[config.mk]
export PLATFORM = sky130hd
export DESIGN_NAME = wdg_top
export DESIGN_NICKNAME = d
export VERILOG_FILES = /design/src/rtl/wdg_pkg.sv /design/src/rtl/wdg_tick.sv /design/src/rtl/wdg_feed.sv /design/src/rtl/wdg_count.sv /design/src/rtl/wdg_top.sv
export SDC_FILE = /design/constraint.sdc
export NUM_CORES = 1
export LEC_CHECK = 0
export ABC_AREA = 1
export BUFFER_PORTS_ARGS = -buffer_cell sky130_fd_sc_hd__buf_2
export CAP_MARGIN = 10
export CORE_ASPECT_RATIO = 0.75
export CORE_MARGIN = 5
export CORE_UTILIZATION = 35
export DETAILED_ROUTE_END_ITERATION = 12
export GPL_TIMING_DRIVEN = 1
export MAX_ROUTING_LAYER = met4
export SYNTH_ARGS = -nofsm -noshare
export SYNTH_HDL_FRONTEND = slang
export SYNTH_SLANG_ARGS = --single-unit
[constraint.sdc]
create_clock -name clk -period 5.6 [get_ports clk]
set_clock_uncertainty 0.2 [all_clocks]
set_input_delay 0.84 -clock clk [delete_from_list [all_inputs] [get_ports clk]]
set_output_delay 0.84 -clock clk [all_outputs]
set_load 0.005 [all_outputs]
[src/rtl/wdg_pkg.sv]
package wdg_pkg;
  typedef enum logic [1:0] {
    IDX_MODE = 2'd0,
    IDX_LOAD = 2'd1,
    IDX_FEED = 2'd2,
    IDX_CNT  = 2'd3
  } wdg_idx_e;

  localparam logic [7:0] KEY_FIRST  = 8'hAA;
  localparam logic [7:0] KEY_SECOND = 8'h55;

  localparam int MB_EN    = 0;
  localparam int MB_RSTEN = 1;
  localparam int MB_TOF   = 2;
endpackage

[src/rtl/wdg_tick.sv]
module wdg_tick #(
  parameter int DIV = 4
) (
  input  logic clk,
  input  logic rst_n,
  output logic tick
);
  localparam int W = (DIV > 2) ? $clog2(DIV) : 1;
  localparam logic [W-1:0] LAST = W'(DIV - 1);

  logic [W-1:0] div_q, div_d;

  always_comb begin
    div_d = (div_q == LAST) ? '0 : div_q + 1'b1;
    tick  = (div_q == LAST);
  end

  always_ff @(posedge clk or negedge rst_n) begin
    if (!rst_n) div_q <= '0;
    else        div_q <= div_d;
  end
endmodule

[src/rtl/wdg_feed.sv]
module wdg_feed
  import wdg_pkg::*;
(
  input  logic       clk,
  input  logic       rst_n,
  input  logic       acc_en,
  input  logic       acc_we,
  input  logic       sel_feed,
  input  logic [7:0] wdata_lo,
  input  logic       enable,
  output logic       reload,
  output logic       armed,
  output logic       fault
);
  logic pend_q, pend_d;
  logic armed_q, armed_d;
  logic fault_q, fault_d;
  logic feed_wr, start, good, bad;

  always_comb begin
    feed_wr = acc_en & acc_we & sel_feed;
    start   = ~pend_q & feed_wr & (wdata_lo == KEY_FIRST);
    good    = pend_q & feed_wr & (wdata_lo == KEY_SECOND);
    bad     = pend_q & acc_en & ~good;
    pend_d  = acc_en ? start : pend_q;
    armed_d = armed_q | (good & enable);
    fault_d = bad & armed_q;
  end

  always_ff @(posedge clk or negedge rst_n) begin
    if (!rst_n) begin
      pend_q  <= 1'b0;
      armed_q <= 1'b0;
      fault_q <= 1'b0;
    end else begin
      pend_q  <= pend_d;
      armed_q <= armed_d;
      fault_q <= fault_d;
    end
  end

  assign reload = good;
  assign armed  = armed_q;
  assign fault  = fault_q;
endmodule

[src/rtl/wdg_count.sv]
module wdg_count #(
  parameter int CNT_W    = 32,
  parameter int MIN_LOAD = 255
) (
  input  logic             clk,
  input  logic             rst_n,
  input  logic             tick,
  input  logic             armed,
  input  logic             reload,
  input  logic [CNT_W-1:0] load_val,
  output logic [CNT_W-1:0] cnt,
  output logic             expire
);
  localparam logic [CNT_W-1:0] RST_CNT = CNT_W'(MIN_LOAD);
  localparam logic [CNT_W-1:0] ONE     = CNT_W'(1);

  logic [CNT_W-1:0] cnt_q, cnt_d;
  logic             step;

  always_comb begin
    step   = armed & tick & (cnt_q != '0) & ~reload;
    expire = step & (cnt_q == ONE);
    if (reload)    cnt_d = load_val;
    else if (step) cnt_d = cnt_q - ONE;
    else           cnt_d = cnt_q;
  end

  always_ff @(posedge clk or negedge rst_n) begin
    if (!rst_n) cnt_q <= RST_CNT;
    else        cnt_q <= cnt_d;
  end

  assign cnt = cnt_q;
endmodule

[src/rtl/wdg_top.sv]
module wdg_top
  import wdg_pkg::*;
#(
  parameter int CNT_W    = 32,
  parameter int TICK_DIV = 4,
  parameter int MIN_LOAD = 255
) (
  input  logic             clk,
  input  logic             rst_n,
  input  logic             reg_en,
  input  logic             reg_we,
  input  logic [3:0]       reg_addr,
  input  logic [CNT_W-1:0] reg_wdata,
  output logic [CNT_W-1:0] reg_rdata,
  output logic             wdt_irq,
  output logic             wdt_rst_req
);
  localparam logic [CNT_W-1:0] FLOOR = CNT_W'(MIN_LOAD);

  logic [1:0]       rsync_q;
  logic             rst_sync_n;
  logic             aligned;
  wdg_idx_e         idx;
  logic             sel_mode, sel_load, sel_feed, sel_cnt;
  logic             en_q, en_d, rsten_q, rsten_d, tof_q, tof_d;
  logic [CNT_W-1:0] load_q, load_d;
  logic             irq_q, irq_d, rreq_q, rreq_d;
  logic             tick, reload, armed, fault, expire;
  logic [CNT_W-1:0] cnt;

  always_ff @(posedge clk or negedge rst_n) begin
    if (!rst_n) rsync_q <= 2'b00;
    else        rsync_q <= {rsync_q[0], 1'b1};
  end
  assign rst_sync_n = rsync_q[1];

  always_comb begin
    aligned  = (reg_addr[1:0] == 2'b00);
    idx      = wdg_idx_e'(reg_addr[3:2]);
    sel_mode = aligned & (idx == IDX_MODE);
    sel_load = aligned & (idx == IDX_LOAD);
    sel_feed = aligned & (idx == IDX_FEED);
    sel_cnt  = aligned & (idx == IDX_CNT);
  end

  wdg_tick #(.DIV(TICK_DIV)) u_tick (
    .clk(clk), .rst_n(rst_sync_n), .tick(tick)
  );

  wdg_feed u_feed (
    .clk(clk), .rst_n(rst_sync_n), .acc_en(reg_en), .acc_we(reg_we),
    .sel_feed(sel_feed), .wdata_lo(reg_wdata[7:0]), .enable(en_q),
    .reload(reload), .armed(armed), .fault(fault)
  );

  wdg_count #(.CNT_W(CNT_W), .MIN_LOAD(MIN_LOAD)) u_count (
    .clk(clk), .rst_n(rst_sync_n), .tick(tick), .armed(armed),
    .reload(reload), .load_val(load_q), .cnt(cnt), .expire(expire)
  );

  always_comb begin
    en_d    = en_q;
    rsten_d = rsten_q;
    load_d  = load_q;
    if (reg_en && reg_we && sel_mode) begin
      en_d    = en_q    | reg_wdata[MB_EN];
      rsten_d = rsten_q | reg_wdata[MB_RSTEN];
    end
    if (reg_en && reg_we && sel_load)
      load_d = (reg_wdata < FLOOR) ? FLOOR : reg_wdata;
    tof_d  = tof_q | expire;
    irq_d  = expire | fault;
    rreq_d = (expire | fault) & rsten_q;
  end

  always_ff @(posedge clk or negedge rst_sync_n) begin
    if (!rst_sync_n) begin
      en_q    <= 1'b0;
      rsten_q <= 1'b0;
      tof_q   <= 1'b0;
      load_q  <= FLOOR;
      irq_q   <= 1'b0;
      rreq_q  <= 1'b0;
    end else begin
      en_q    <= en_d;
      rsten_q <= rsten_d;
      tof_q   <= tof_d;
      load_q  <= load_d;
      irq_q   <= irq_d;
      rreq_q  <= rreq_d;
    end
  end

  always_comb begin
    reg_rdata = '0;
    if (sel_mode) begin
      reg_rdata[MB_EN]    = en_q;
      reg_rdata[MB_RSTEN] = rsten_q;
      reg_rdata[MB_TOF]   = tof_q;
    end else if (sel_load) begin
      reg_rdata = load_q;
    end else if (sel_cnt) begin
      reg_rdata = cnt;
    end
  end

  assign wdt_irq     = irq_q;
  assign wdt_rst_req = rreq_q;
endmodule

### Word-level counts from Yosys, hierarchy flattened

Index checks and enable logic that the tools add are counted.

* bits in registers: 76
* bits of input ports: 40
* output and inout bits: 34
* logic and storage cells: 63

* add/sub/neg operators: 2
* magnitude comparators: 1
* eq/ne operators: 7
* muxes and demuxes: 8
* bitwise operators: 26
* reduce and logical (&&, ||, !) cells: 7

Operators with widths (count)
* $mux 32: 5
* $eq 32x1->1 const B: 1
* $lt 32x8->1 const B: 1
* $reduce_bool 32->1: 1
* $sub 32x1->32 const B: 1
* $mux 29: 1
* $and 1x1->1: 19
* $eq 8x7->1 const B: 1
* $eq 8x8->1 const B: 1
* $eq 2x2->1 const B: 3
* $or 1x1->1: 5
* $logic_not 2->1: 2
* $logic_and 1x1->1: 3
* $mux 3: 1
* $add 2x1->2 const B: 1
* $eq 2x1->1 const B: 1
* $mux 2: 1
* $not 1->1: 2
* $reduce_bool 2->1: 1

### Longest topological paths before layout

Gate-level depths: netlist (run 1).

* depth in word-level cells: 10
* mapped depth: 12
* depth with buffers taken out: 11

### Cells and area by module

A second synthesis (run 1) with hierarchy kept.

* cell total of the unflattened synthesis: 787
* area total of the unflattened synthesis: 5056.1 µm²

By module, submodules not included
* wdg_count: times used 1, cells an instance 430, area each 2635.0 µm², sequential area each 810.8 µm²
* wdg_top: times used 1, cells an instance 315, area each 2117.0 µm², sequential area each 985.9 µm²
* wdg_feed: times used 1, cells an instance 38, area each 237.7 µm², sequential area each 75.1 µm²
* wdg_tick: times used 1, cells an instance 4, area each 66.3 µm², sequential area each 50.0 µm²

### Worst setup path after synthesis (run 1)

OpenSTA, ideal clock, no wires.

* kind: input to output
* start: input port reg_addr[1]
* end: output port reg_rdata[11]
* data arrival time: 1.626 ns
* required time: 4.560 ns
* path slack: 2.934 ns
* stages on the path: 6
* cell sequence: nor2_4 -> nand3_2 -> inv_1 -> clkbuf_1 -> nand2_1 -> o21ai_0

* cells in the longest elaborated chain, start to end: 5

RTL lines
* start: declaration: line wdg_top.sv:12 `input logic [3:0] reg_addr,`
* $logic_not 2->1 *: line wdg_top.sv:38 `aligned = (reg_addr[1:0] == 2'b00);`
* $and 1x1->1: line wdg_top.sv:43 `sel_cnt = aligned & (idx == IDX_CNT);`
* $mux 32: line wdg_top.sv:102 `end else if (sel_cnt) begin`
* $mux 32: line wdg_top.sv:100 `end else if (sel_load) begin`
* $mux 29 *: line wdg_top.sv:96 `if (sel_mode) begin`
* end: declaration: line wdg_top.sv:14 `output logic [CNT_W-1:0] reg_rdata,`

Every way passes the cells marked *; elsewhere a longest branch is shown, timed or not.

### Worst setup path after layout (run 1)

* start: input port reg_addr[1]
* end: output port reg_rdata[1]

* cells in the longest elaborated chain, start to end: 5

RTL lines (line)
* $logic_not 2->1 *: wdg_top.sv:38
* $and 1x1->1: wdg_top.sv:43
* $mux 32: wdg_top.sv:102
* $mux 32: wdg_top.sv:100
* $mux 3 *: wdg_top.sv:96

Marks and branches as above.

==> out/metrics.csv, run 1 <==
stage,metric,value,unit
worst_setup_path,crit_arrival,2.44,ns
cells_and_area,fin_nets,775,
synthesis,synth_edf_count,0,
route,num_vias,4325,
clocking,insertion_delay,0.34,ns
route,wire_per_inst,14.5,um
worst_setup_path,worstRegToRegCells,11,
clocking,cts_made_buffers,9,
clocking,holdBufCountCts,0,
job,maxCapViolations,0,
power,leakage,0.00301,uW
floorplan,start_util,0.356,
status,outcome,"finished, final reports clean",
worst_setup_path,crit_family,buffers and inverters,
worst_setup_path,critPathLaunchType,input pin,
cells_and_area,drive_gt1_frac,0.228,
worst_setup_path,crit_required,4.56,ns
sta,hold_viol,0,
worst_setup_path,cp_slowest_cell,inv_1,
route,wl,13200,um
sta,finalCritPeriodShare,0.621,
sta,max_freq,288,MHz
floorplan,die_w,146,um
route,ant_nets,0,
synthesis,synth-seq-cells,76,
worst_hold_path,hp-class,in -> async,
synthesis,synth.largest_area_cell,dfrtp_1,
cells_and_area,fillers,1455,
clocking,clock_path_buffers,2,
worst_setup_path,crit_top_cell,buf_2,
worst_setup_path,worstSetupEndpointType,output port,
placement,io_buffers,73,
power,ir_worst_vdd,0.134,mV
worst_setup_path,r2r-end,u_count.cnt[26]$_DFFE_PN0P_,
sta,tightest_slew,1.04,ns
synthesis,yosysMostFrequentCell,nand2_1,
global_routing,overflow,0,
cells_and_area,final_design_area_no_fill,0.00564,mm2
clocking,post_cts_buffers,0,
clocking,cts_root_buf,clkbuf_16,
worst_setup_path,worst_r2r_startpoint,u_count.cnt[0]$_DFFE_PN1P_,
synthesis,ys_async_sr_fraction,1.00,
sta,setup_viol,0,
worst_setup_path,worstSetupPathType,in -> out,
synthesis,synth_cell_types,32,
floorplan,rows,37,
synthesis,avgSynthCellArea,7.27,um2
global_routing,grt_pass1_vias,4153,
worst_setup_path,slowest_delay,0.78,ns
placement,dp.final_hpwl,9640,um
synthesis,ys_top_cells_by_count,"185 x nand2_1, 75 x inv_1, 69 x nor2_1",
sta,setup_tns,0,ns
sta,slew_violations,0,
cells_and_area,syn_to_final_growth,16.0,%
floorplan,core_area,0.0137,mm2
global_routing,grt_start_max_net_pins,75,
power,powerDensity,245,mW/mm2
worst_setup_path,path_max_fanout,31,
synthesis,yosys_warnings,0,
floorplan,dieArea,0.0164,mm2
floorplan,fp.dieH,112,um
clocking,tritoncts,built,
power,power,1380,uW
sta,relSlewSlack,0.307,
placement,place_area,0.00531,mm2
cells_and_area,diodes,0,
clocking,cts_max_level,3,
clocking,cts.clk_slew.worst_paths,0.06,ns
global_routing,grt_util_all_layers,0.170,
placement,place_congestion,0.949,
synthesis,synth_flop_cell,dfrtp_1,
synthesis,synth_top_area_frac,0.309,
floorplan,io_pins,74,
worst_setup_path,cp_num_buf_inv,3,
route,first_pass_iters,4,
sta,rsz0062_at_grt,no,
placement,dp_slack,2.09,ns
clocking,cts.repair.resized,0,
sta,period_minus_slack,3.48,ns
synthesis,synth_area,0.00486,mm2
route,drc,0,
global_routing,antenna_found_initial,0,
worst_setup_path,path_cells,"buf_2, nor2_4, nand3_2, inv_1, nand2_1, o211ai_1, buf_2",
route,avgViaCountPerCell,4.74,
synthesis,synthCells,669,
synthesis,synth.area.top_cells,"dfrtp_1 31%, nand2_1 14%, dfstp_2 8.6%",
sta,setup_ws,2.12,ns
worst_setup_path,r2r_slack,3.09,ns
global_routing,grt_pass1_wl,22000,um
synthesis,ys_seq_area_frac,0.395,
route,drt_iter0_markers,296,
clocking,cts.sinks,76,
synthesis,syn-num-nets,712,
-- kinds of logic after synthesis --
| group | Yosys count | synth area share |
|---|---|---|
| AND/OR/NAND/NOR | 383 | 0.375 |
| buffers and inverters | 104 | 0.0962 |
| AO/OA/AOI/OAI | 80 | 0.0854 |
| flip-flops | 76 | 0.395 |
| adder cells (fa/ha/maj) | 3 | 0.00772 |
| XOR/XNOR | 22 | 0.0396 |
| other | 1 | 0.000771 |
-- cell usage in the layout (no fill, tap or decap), types with 4 or more instances in the layout --
cell type  count
buf_2         73
dfrtp_1       59
nor2_2         4
nand3_1       62
o21ai_0       62
nand2_2       25
nand3_2       14
nand2_1      185
dfstp_2       16
nand4_1       12
o21ai_1       12
inv_2          4
inv_1         75
nor2_4         5
nor2_1        69
xor2_1        22
clkbuf_16      9
-- worst reg2reg max path, delay by kind of cell, from the launching register on --
kind	cells	cell delay [ns]
buffers and inverters	2	0.16
AND/OR/NAND/NOR	8	1.29
flip-flops	1	0.53
adder cells (fa/ha/maj)	1	0.29
-- flip-flops by register name (all words and copies together), names as in the netlist --
| name | count |
|---|---|
| load_q | 32 |
| u_count.cnt | 32 |
| rsync_q | 2 |
| u_tick.div_q | 2 |
| en_q | 1 |
| rsten_q | 1 |
| tof_q | 1 |
| u_feed.armed | 1 |
| u_feed.fault | 1 |
| u_feed.pend_q | 1 |
| wdt_irq | 1 |
| wdt_rst_req | 1 |
-- worst max-delay path by stage --
stage / startpoint / endpoint / slack, ns / depth (start not counted)
5_1_grt: reg_addr[1] / reg_rdata[27] / 1.82 / 7
3_3_place_gp: reg_addr[1] / reg_rdata[1] / 2.10 / 6
3_5_place_dp: reg_addr[1] / reg_rdata[1] / 2.09 / 6
2_1_floorplan: reg_addr[1] / reg_rdata[11] / 2.93 / 6
6_report: reg_addr[1] / reg_rdata[1] / 2.12 / 7
4_1_cts: reg_addr[1] / reg_rdata[1] / 2.09 / 6
-- cell type report --
type | instances | area (um2) | area share
multi-input cells | 489 | 2470 | 0.438
repair buffers | 76 | 388 | 0.0688
well taps | 175 | 219 | 0.0388
flip-flops and latches | 76 | 1920 | 0.341
clock inverters | 4 | 70.1 | 0.0124
inverters | 80 | 302 | 0.0534
clock buffers | 12 | 267 | 0.0472
-- through the flow --
stage	hold slack [ns]	instances	util
after floorplan	0.131	669	-
after CTS	0.0701	912	0.413
after global routing	0.0700	912	0.413
after detailed placement	0.136	896	0.388
after global placement	0.132	896	0.388
final	0.0788	912	0.413
-- power breakdown --
group          switching [uW]  internal [uW]
Sequential               36.1            602
Combinational            56.6           37.6
Clock                     227            425
-- layer usage --
metal  global-route usage  up-vias  share of wire
li1                     -     2248              -
met1                0.255     1985           0.55
met2                0.236       80           0.41
met3               0.0347       12          0.042
met4               0.0351        0         0.0060
met5                    -        -              0
(Power assumes the default switching activity.)
==> run 2, diff against run 1 <==
==> constraint.sdc (replaced) <==
create_clock -name clk -period 3.5 [get_ports clk]
set_clock_uncertainty 0.2 [all_clocks]
set_input_delay 0.525 -clock clk [delete_from_list [all_inputs] [get_ports clk]]
set_output_delay 0.525 -clock clk [all_outputs]
set_load 0.005 [all_outputs]
==> run 2 against run 1 <==
Compared with the run above:
- sequential share of layout area down 0.12 points
- hold slack worse by 0.014 ns
- cell count rose by 0.11%
- count of clock-buffer cells in the layout decreased by 2
- global-route usage shrank 0.43 points
- setup slack lost 1.1 ns
- die area unchanged
- sequential power up 60%
- critical path type unchanged
- largest cell class unchanged
- largest power group unchanged
==> out/metrics.csv, run 2 (synthesized netlist as in run 1, its figures left out) <==
stage,metric,value,unit
floorplan,rows,37,
clocking,cts_root_buf,clkbuf_16,
worst_hold_path,hp-class,reg -> async,
worst_setup_path,worstSetupEndpointType,output port,
cells_and_area,final_cell_mix,"185 x nand2_1, 75 x inv_1, 73 x buf_2",
cells_and_area,diodes,0,
sta,period_minus_slack,2.52,ns
clocking,clock_path_buffers,2,
status,outcome,"finished, final reports clean",
sta,setup_viol,0,
clocking,holdBufCountCts,1,
floorplan,die_w,146,um
floorplan,start_util,0.356,
route,avgViaCountPerCell,4.80,
sta,rsz0062_at_grt,no,
worst_setup_path,crit_required,2.77,ns
sta,relSlewSlack,0.426,
floorplan,io_pins,74,
power,ir_worst_vdd,0.222,mV
floorplan,core_area,0.0137,mm2
route,num_vias,4378,
power,power,2230,uW
clocking,cts_max_level,3,
sta,tightest_slew,0.860,ns
global_routing,grt_pass1_wl,21500,um
sta,finalHoldWorstSlack,0.0653,ns
cells_and_area,fin_nets,777,
route,wl,13000,um
cells_and_area,drive_gt1_frac,0.228,
power,powerDensity,395,mW/mm2
placement,io_buffers,73,
power,switching_share,0.224,
worst_setup_path,path_max_fanout,31,
global_routing,antenna_found_initial,0,
job,maxCapViolations,0,
global_routing,overflow,0,
power,leakage,0.00302,uW
clocking,post_cts_buffers,0,
placement,place_area,0.00531,mm2
sta,finalCritPeriodShare,0.720,
sta,hold_viol,0,
sta,max_freq,397,MHz
route,drt_iter0_markers,301,
cells_and_area,final-seq-area,0.00192,mm2
floorplan,fp.dieH,112,um
clocking,insertion_delay,0.34,ns
floorplan,dieArea,0.0164,mm2
power,p_int,1730,uW
route,first_pass_iters,5,
cells_and_area,fillers,1441,
power,pwr-share-comb,0.066,
clocking,tritoncts,built,
route,wire_per_inst,14.3,um
clocking,cts.sinks,76,
power,sequentialPowerShare,0.459,
worst_setup_path,worstSetupPathType,in -> out,
power,power.share.clock,0.475,
cells_and_area,multi_input_area,0.00247,mm2
global_routing,grt_pass1_vias,4093,
route,ant_nets,0,
cells_and_area,layout_commonest_cell,nand2_1,
clocking,cts.repair.resized,0,
clocking,cts_made_buffers,9,
global_routing,grt_start_max_net_pins,57,
sta,slew_violations,0,
global_routing,grt_util_all_layers,0.166,
cells_and_area,syn_to_final_growth,16.4,%
cells_and_area,final_design_area_no_fill,0.00566,mm2
placement,dp.final_hpwl,9710,um
route,drc,0,
worst_setup_path,critPathLaunchType,input pin,
sta,setup_tns,0,ns
power,p_switching,501,uW
placement,place_congestion,0.962,
worst_setup_path,crit_arrival,1.79,ns
clocking,cts.clk_slew.worst_paths,0.05,ns
==> run 2: cell count changes in the layout (fill, tap and decap cells not counted), sizes merged <==
cell,change
clkbuf,-2
buf,+1
bufinv,+1
dlygate4sd3,+1
==> run 2: metrics by stage <==
stage / instances / utilization / setup slack [ns]
after global routing: 913 / 0.415 / 0.868
final: 913 / 0.415 / 0.980
after floorplan: 669 / - / 1.05
after detailed placement: 897 / 0.389 / 0.970
after CTS: 913 / 0.415 / 0.968
after global placement: 897 / 0.389 / 0.976
==> run 2: path summary, 6_finish.rpt <==
check | from | endpoint | slack (ns) | cells after the start
min in group clk | rsync_q[0]$_DFF_PN0_ | rsync_q[1]$_DFF_PN0_ | 0.15 | 0
max | reg_addr[1] | reg_rdata[31] | 0.98 | 8
max in group asynchronous | rsync_q[1]$_DFF_PN0_ | load_q[10]$_DFFE_PN0P_ | 1.97 | 1
min reg2reg | rsync_q[1]$_DFF_PN0_ | load_q[24]$_DFFE_PN0P_ | 0.07 | 0
min | rsync_q[1]$_DFF_PN0_ | load_q[24]$_DFFE_PN0P_ | 0.07 | 0
max reg2reg | u_count.cnt[0]$_DFFE_PN1P_ | u_count.cnt[26]$_DFFE_PN0P_ | 1.05 | 11
==> run 2: worst max-delay path: stages <==
cell and delay [ns]:
buf_2 0.13, nor2_4 0.18, nand3_2 0.16, inv_1 0.09, buf_4 0.33, nand2_1 0.09, o21ai_0 0.13, buf_2 0.17
==> run 2: cell type report <==
| class | instances | area share |
|---|---|---|
| repair buffers | 78 | 0.0716 |
| clock buffers | 10 | 0.0422 |
| clock inverters | 5 | 0.0177 |
| inverters | 80 | 0.0533 |
| well taps | 175 | 0.0387 |
| flip-flops and latches | 76 | 0.340 |
| multi-input cells | 489 | 0.437 |
==> run 2: power groups by stage <==
stage / combinational [uW] / clock [uW] / sequential, uW
2_1_floorplan: 85.5 / 0 / 1030
3_3_place_gp: 147 / 0 / 1030
3_5_place_dp: 148 / 0 / 1040
4_1_cts: 150 / 1090 / 1020
5_1_grt: 174 / 1120 / 1040
6_report: 148 / 1060 / 1020
==> run 2: per-layer routing <==
| metal | wire, um | share of wire | vias up | global-route usage |
|---|---|---|---|---|
| met5 | 0 | 0 | - | - |
| met4 | 138 | 0.011 | 0 | 0.0395 |
| met3 | 691 | 0.053 | 11 | 0.0339 |
| met2 | 5160 | 0.40 | 115 | 0.224 |
| met1 | 7060 | 0.54 | 2008 | 0.252 |
| li1 | - | - | 2244 | - |
